File: src/rtl/itm_pkg.sv
package itm_pkg;
   localparam int CMP_W = 32;
   typedef logic [CMP_W-1:0] cmp_t;
endpackage

File: src/rtl/itm_counter.sv
module itm_counter #(
   parameter int               CNT_W      = 64,
   parameter logic [CNT_W-1:0] INIT_COUNT = '0
) (
   input  logic             clk,
   input  logic             rst_n,
   output logic [CNT_W-1:0] cnt
);
   localparam int HALF_W = itm_pkg::CMP_W;

   generate
      if (CNT_W == 2*HALF_W) begin : g_split
         logic [HALF_W-1:0] lo_q, hi_q;
         always_ff @(posedge clk) begin
            if (!rst_n) begin
               lo_q <= INIT_COUNT[HALF_W-1:0];
               hi_q <= INIT_COUNT[CNT_W-1:HALF_W];
            end else begin
               lo_q <= lo_q + 1'b1;
               if (&lo_q) hi_q <= hi_q + 1'b1;
            end
         end
         assign cnt = {hi_q, lo_q};
      end else begin : g_flat
         logic [CNT_W-1:0] c_q;
         always_ff @(posedge clk) begin
            if (!rst_n) c_q <= INIT_COUNT;
            else        c_q <= c_q + 1'b1;
         end
         assign cnt = c_q;
      end
   endgenerate
endmodule

File: src/rtl/itm_compare.sv
module itm_compare (
   input  logic          clk,
   input  logic          rst_n,
   input  logic          load,
   input  itm_pkg::cmp_t load_val,
   input  itm_pkg::cmp_t cnt_lo,
   output itm_pkg::cmp_t cmp,
   output logic          hit
);
   itm_pkg::cmp_t cmp_q;

   always_ff @(posedge clk) begin
      if (!rst_n)    cmp_q <= '1;
      else if (load) cmp_q <= load_val;
   end

   assign cmp = cmp_q;
   assign hit = (cnt_lo == cmp_q);
endmodule

File: src/rtl/itm_pending.sv
module itm_pending (
   input  logic clk,
   input  logic rst_n,
   input  logic hit,
   input  logic ack,
   output logic pend
);
   logic pend_q;

   always_ff @(posedge clk) begin
      if (!rst_n)   pend_q <= 1'b0;
      else if (hit) pend_q <= 1'b1;
      else if (ack) pend_q <= 1'b0;
   end

   assign pend = pend_q;
endmodule

File: src/rtl/itm_timer.sv
module itm_timer #(
   parameter int                CNT_W      = 64,
   parameter int                ADDR_W     = 4,
   parameter logic [ADDR_W-1:0] TIMER_ADDR = '0,
   parameter logic [CNT_W-1:0]  INIT_COUNT = '0
) (
   input  logic              clk,
   input  logic              rst_n,
   input  logic [ADDR_W-1:0] reg_addr,
   input  logic              reg_rd,
   input  logic              reg_wr,
   input  logic [31:0]       reg_wdata,
   output logic [CNT_W-1:0]  reg_rdata,
   input  logic              irq_mask_en,
   input  logic              irq_ack,
   output logic              irq
);
   localparam int LO_W = itm_pkg::CMP_W;

   generate
      if (CNT_W != LO_W && CNT_W != 2*LO_W) begin : g_bad_width
         $error("itm_timer: CNT_W must be 32 or 64");
      end
      if (ADDR_W < 1) begin : g_bad_addr
         $error("itm_timer: ADDR_W must be at least 1");
      end
   endgenerate

   logic [CNT_W-1:0] cnt_q;
   itm_pkg::cmp_t    cmp_q;
   logic             sel, wr_hit, match, pend_q;

   assign sel    = (reg_addr == TIMER_ADDR);
   assign wr_hit = reg_wr && sel;

   itm_counter #(.CNT_W(CNT_W), .INIT_COUNT(INIT_COUNT)) u_cnt (
      .clk (clk),
      .rst_n (rst_n),
      .cnt (cnt_q)
   );

   itm_compare u_cmp (
      .clk      (clk),
      .rst_n    (rst_n),
      .load     (wr_hit),
      .load_val (reg_wdata),
      .cnt_lo   (cnt_q[LO_W-1:0]),
      .cmp      (cmp_q),
      .hit      (match)
   );

   itm_pending u_pend (
      .clk   (clk),
      .rst_n (rst_n),
      .hit   (match),
      .ack   (irq_ack),
      .pend  (pend_q)
   );

   assign reg_rdata = (reg_rd && sel) ? cnt_q : '0;
   assign irq       = pend_q && irq_mask_en;
endmodule

File: config.mk
export PLATFORM = sky130hd
export DESIGN_NAME = itm_timer
export DESIGN_NICKNAME = d
export VERILOG_FILES = /design/src/rtl/itm_pkg.sv /design/src/rtl/itm_counter.sv /design/src/rtl/itm_compare.sv /design/src/rtl/itm_pending.sv /design/src/rtl/itm_timer.sv
export SDC_FILE = /design/constraint.sdc
export NUM_CORES = 1
export LEC_CHECK = 0
export ABC_AREA = 1
export BUFFER_PORTS_ARGS = -buffer_cell sky130_fd_sc_hd__buf_2
export CORE_MARGIN = 1
export CORE_UTILIZATION = 56
export DETAILED_ROUTE_END_ITERATION = 8
export PLACE_DENSITY = 0.79
export SLEW_MARGIN = 25
export SYNTH_ARGS = -nofsm -noshare
export SYNTH_HDL_FRONTEND = slang
export SYNTH_SLANG_ARGS = --single-unit
export TNS_END_PERCENT = 20
File: constraint.sdc
create_clock -name clk -period 2.14 [get_ports clk]
set_input_delay 0.214 -clock clk [delete_from_list [all_inputs] [get_ports clk]]
set_output_delay 0.214 -clock clk [all_outputs]
set_load 0.01 [all_outputs]
==> flow_summary.yaml <==
timing:
  finalSetupViolCount: 0
  max-slew-margin-rel_pct: 57.5
  rsz0062_at_grt: "false"
  slew_violations: 0
  post-route-period-util_pct: 89.0
  fmax_mhz: 525
  finClkSkew_ps: 10.3
  worst_slew_pin_slew_ps: 638
  hold_viol: 0
  fin_tns_setup_ps: 0
  period_needed_ps: 1900
  fin_ws_ps: 235
  worst_hold_slack_ps: 37.2
floorplan:
  ios: 107
  coreArea_um2: 9370
  die_height_um: 101
  initial_core_util_pct: 58.9
  rows: 35
  die_area_um2: 10200
  chipWidth_um: 101
logic_synthesis:
  synth.distinct_cells: 34
  yosysSeqAreaShare_pct: 35.2
  syn-cell-area_um2: 5520
  synth_edf_count: 0
  synth_nets: 946
  ys.flop_type: "dfxtp_1"
  ys_warn_count: 0
  synth_cells: 902
  syn_area_per_cell_um2: 6.11
  synth_async_sr_flop_share_pct: 0
  synth_seq_cells: 97
setup_path:
  crit_buf_inv: 1
  crit_family: "simple AND/OR/NAND/NOR gates"
  cp.arrival_ps: 2160
  cp_slowest_stage_delay_ps: 400
  worstSetupPathType: "flip-flop to flip-flop"
  r2r-end: "u_cnt.g_split.hi_q[13]"
  r2r-start: "u_cnt.g_split.lo_q[0]"
  crit_chain: "ha_1, nand2_2, nor2_4, nand2_4, nor2_8, nand3_4, inv_4, nand3_1, nand2_1, nor2_1"
  cp_num_cells: 10
  crit_fanout: 15
  ff2ff_path_depth: 10
  cp-end-kind: "flip-flop"
  crit_slowest_cell: "dfxtp_1"
  required_ps: 2400
  rrSetupSlack_ps: 240
  start_kind: "flip-flop"
flow_run:
  maxCapViolations: 0
cts:
  cts_max_level: 3
  cts_buffers: 9
  holdBufCountCts: 0
  cts_sinks: 97
  cts_buffer_depth: 2
  path_clk_slew_ps: 100
  clock_latency_ps: 360
  cts_root_buf: "clkbuf_8"
  cts_tree: "done"
place:
  place.gp.congestion: 0.973
  place_hpwl_um: 10400
  placed_cells: 1126
  dpl_worst_slack_ps: 220
  port_buffers: 106
  dpl_cell_area_um2: 6210
grt:
  grt_max_degree: 65
  grt_first_pass_wirelength_um: 22600
  overflow: 0
  grtUsageTotal_pct: 28.0
  grt_pass1_vias: 4783
  antenna_found_initial: 0
drt:
  drc: 0
  wirelength_um: 14000
  antenna_left: 0
  vias: 5702
  first_iter_violations: 325
  vias_per_cell: 5.00
  dr.pass1.iters: 5
  wl_per_cell_um: 12.3
pwr:
  peakVddDrop_mv: 0.407
  total_power_mw: 3.19
  p_leak_nw: 2.68
  power_density_nw_per_um2: 497
layout:
  layout.cells.non_filler: 1141
  num-nets-final: 1052
  final_core_util_pct: 68.4
  final_area_um2: 6410
  fill_cells: 933
  diodes: 0
  drive_gt1_share_pct: 16.0
  area_delta_synth_final_pct: 16.2
outcome:
  outcome: "finished clean"
hold_path:
  hold_end: "u_cmp.cmp[21]"
  worstHoldPathType: "primary input to flip-flop"
  hp-start: "reg_wdata[21]"
  min_path_cells: 3
-- cell usage after synthesis (all sizes together), types with 7 or more instances --
| cell type | number | area, µm² |
|---|---|---|
| a21oi | 47 | 235 |
| buf | 8 | 46.3 |
| clkbuf | 18 | 68.8 |
| dfxtp | 97 | 1940 |
| inv | 113 | 424 |
| nand2 | 254 | 971 |
| nand3 | 61 | 323 |
| nand4 | 10 | 62.6 |
| nor2 | 206 | 840 |
| nor3 | 21 | 105 |
| o21ai | 26 | 141 |
| xnor2 | 23 | 201 |
| xor2 | 7 | 61.3 |
-- metal layers --
metal / global-route usage, % / routed length (µm) / vias to the layer above / share of wire, %
li1: - / - / 2997 / -
met1: 41.7 / 6990 / 2504 / 50
met2: 43.0 / 5970 / 188 / 43
met3: 4.07 / 912 / 13 / 6.5
met4: 5.69 / 163 / 0 / 1.2
met5: 0 / 0 / - / 0
-- worst max-delay path by stage --
stage                                from                     end  slack [ps]
global placement    u_cnt.g_split.lo_q[0]  u_cnt.g_split.hi_q[13]         280
CTS                 u_cnt.g_split.lo_q[0]  u_cnt.g_split.hi_q[13]         210
finish              u_cnt.g_split.lo_q[0]  u_cnt.g_split.hi_q[13]         240
detailed placement  u_cnt.g_split.lo_q[0]  u_cnt.g_split.hi_q[13]         220
floorplan           u_cnt.g_split.lo_q[0]  u_cnt.g_split.hi_q[18]         500
global route        u_cnt.g_split.lo_q[0]   u_cnt.g_split.hi_q[8]          30
-- sequential cells by signal, summed over array words and instances, names as in the netlist --
name and flops:
u_pend.pend 1, u_cnt.g_split.lo_q 32, u_cmp.cmp 32, u_cnt.g_split.hi_q 32
-- logic make-up after synthesis --
| family | count (synthesis) | share of synthesized area (%) |
|---|---|---|
| buffers and inverters | 139 | 9.78 |
| and+or+nand+nor | 559 | 42.7 |
| adders and majority gates | 2 | 0.454 |
| DFF | 97 | 35.2 |
| xor gates and xnor gates | 30 | 4.76 |
| AOI/OAI and AO/OA | 75 | 7.10 |
-- timing repair --
item                                    4_1_cts  5_1_grt
endpoints found under the setup margin        0        6
buffers inserted                              0        0
resized for setup                             0        2
-- final cells by class --
cell class,instances,area (µm²),share of cell area (%)
clock buffer,9,124,1.93
clock inverter,6,67.6,1.05
inverter,113,427,6.66
multi-input combinational,666,3040,47.5
sequential,97,1940,30.3
tap,129,161,2.52
timing repair buffer,121,643,10.0
-- cells in the final DEF, fill, tap and decap left out, drive strengths merged, types with 7 or more instances in the layout --
cell type / count
a21oi: 47
buf: 121
clkbuf: 9
dfxtp: 97
inv: 115
nand2: 254
nand3: 61
nand4: 10
nor2: 206
nor3: 21
o21ai: 26
xnor2: 23
xor2: 7
-- tightest hold or removal path, delay by kind of cell --
kind / cells / cell delay, ps
buf+inv: 1 / 70
simple gates: 2 / 90
-- power by group --
group	switching [mW]	internal (mW)	leakage [nW]
Clock	0.661	0.541	0.0921
Combinational	0.0863	0.0627	1.81
Sequential	0.0142	1.82	0.784
Note: power is estimated with default switching activity, not from simulation.
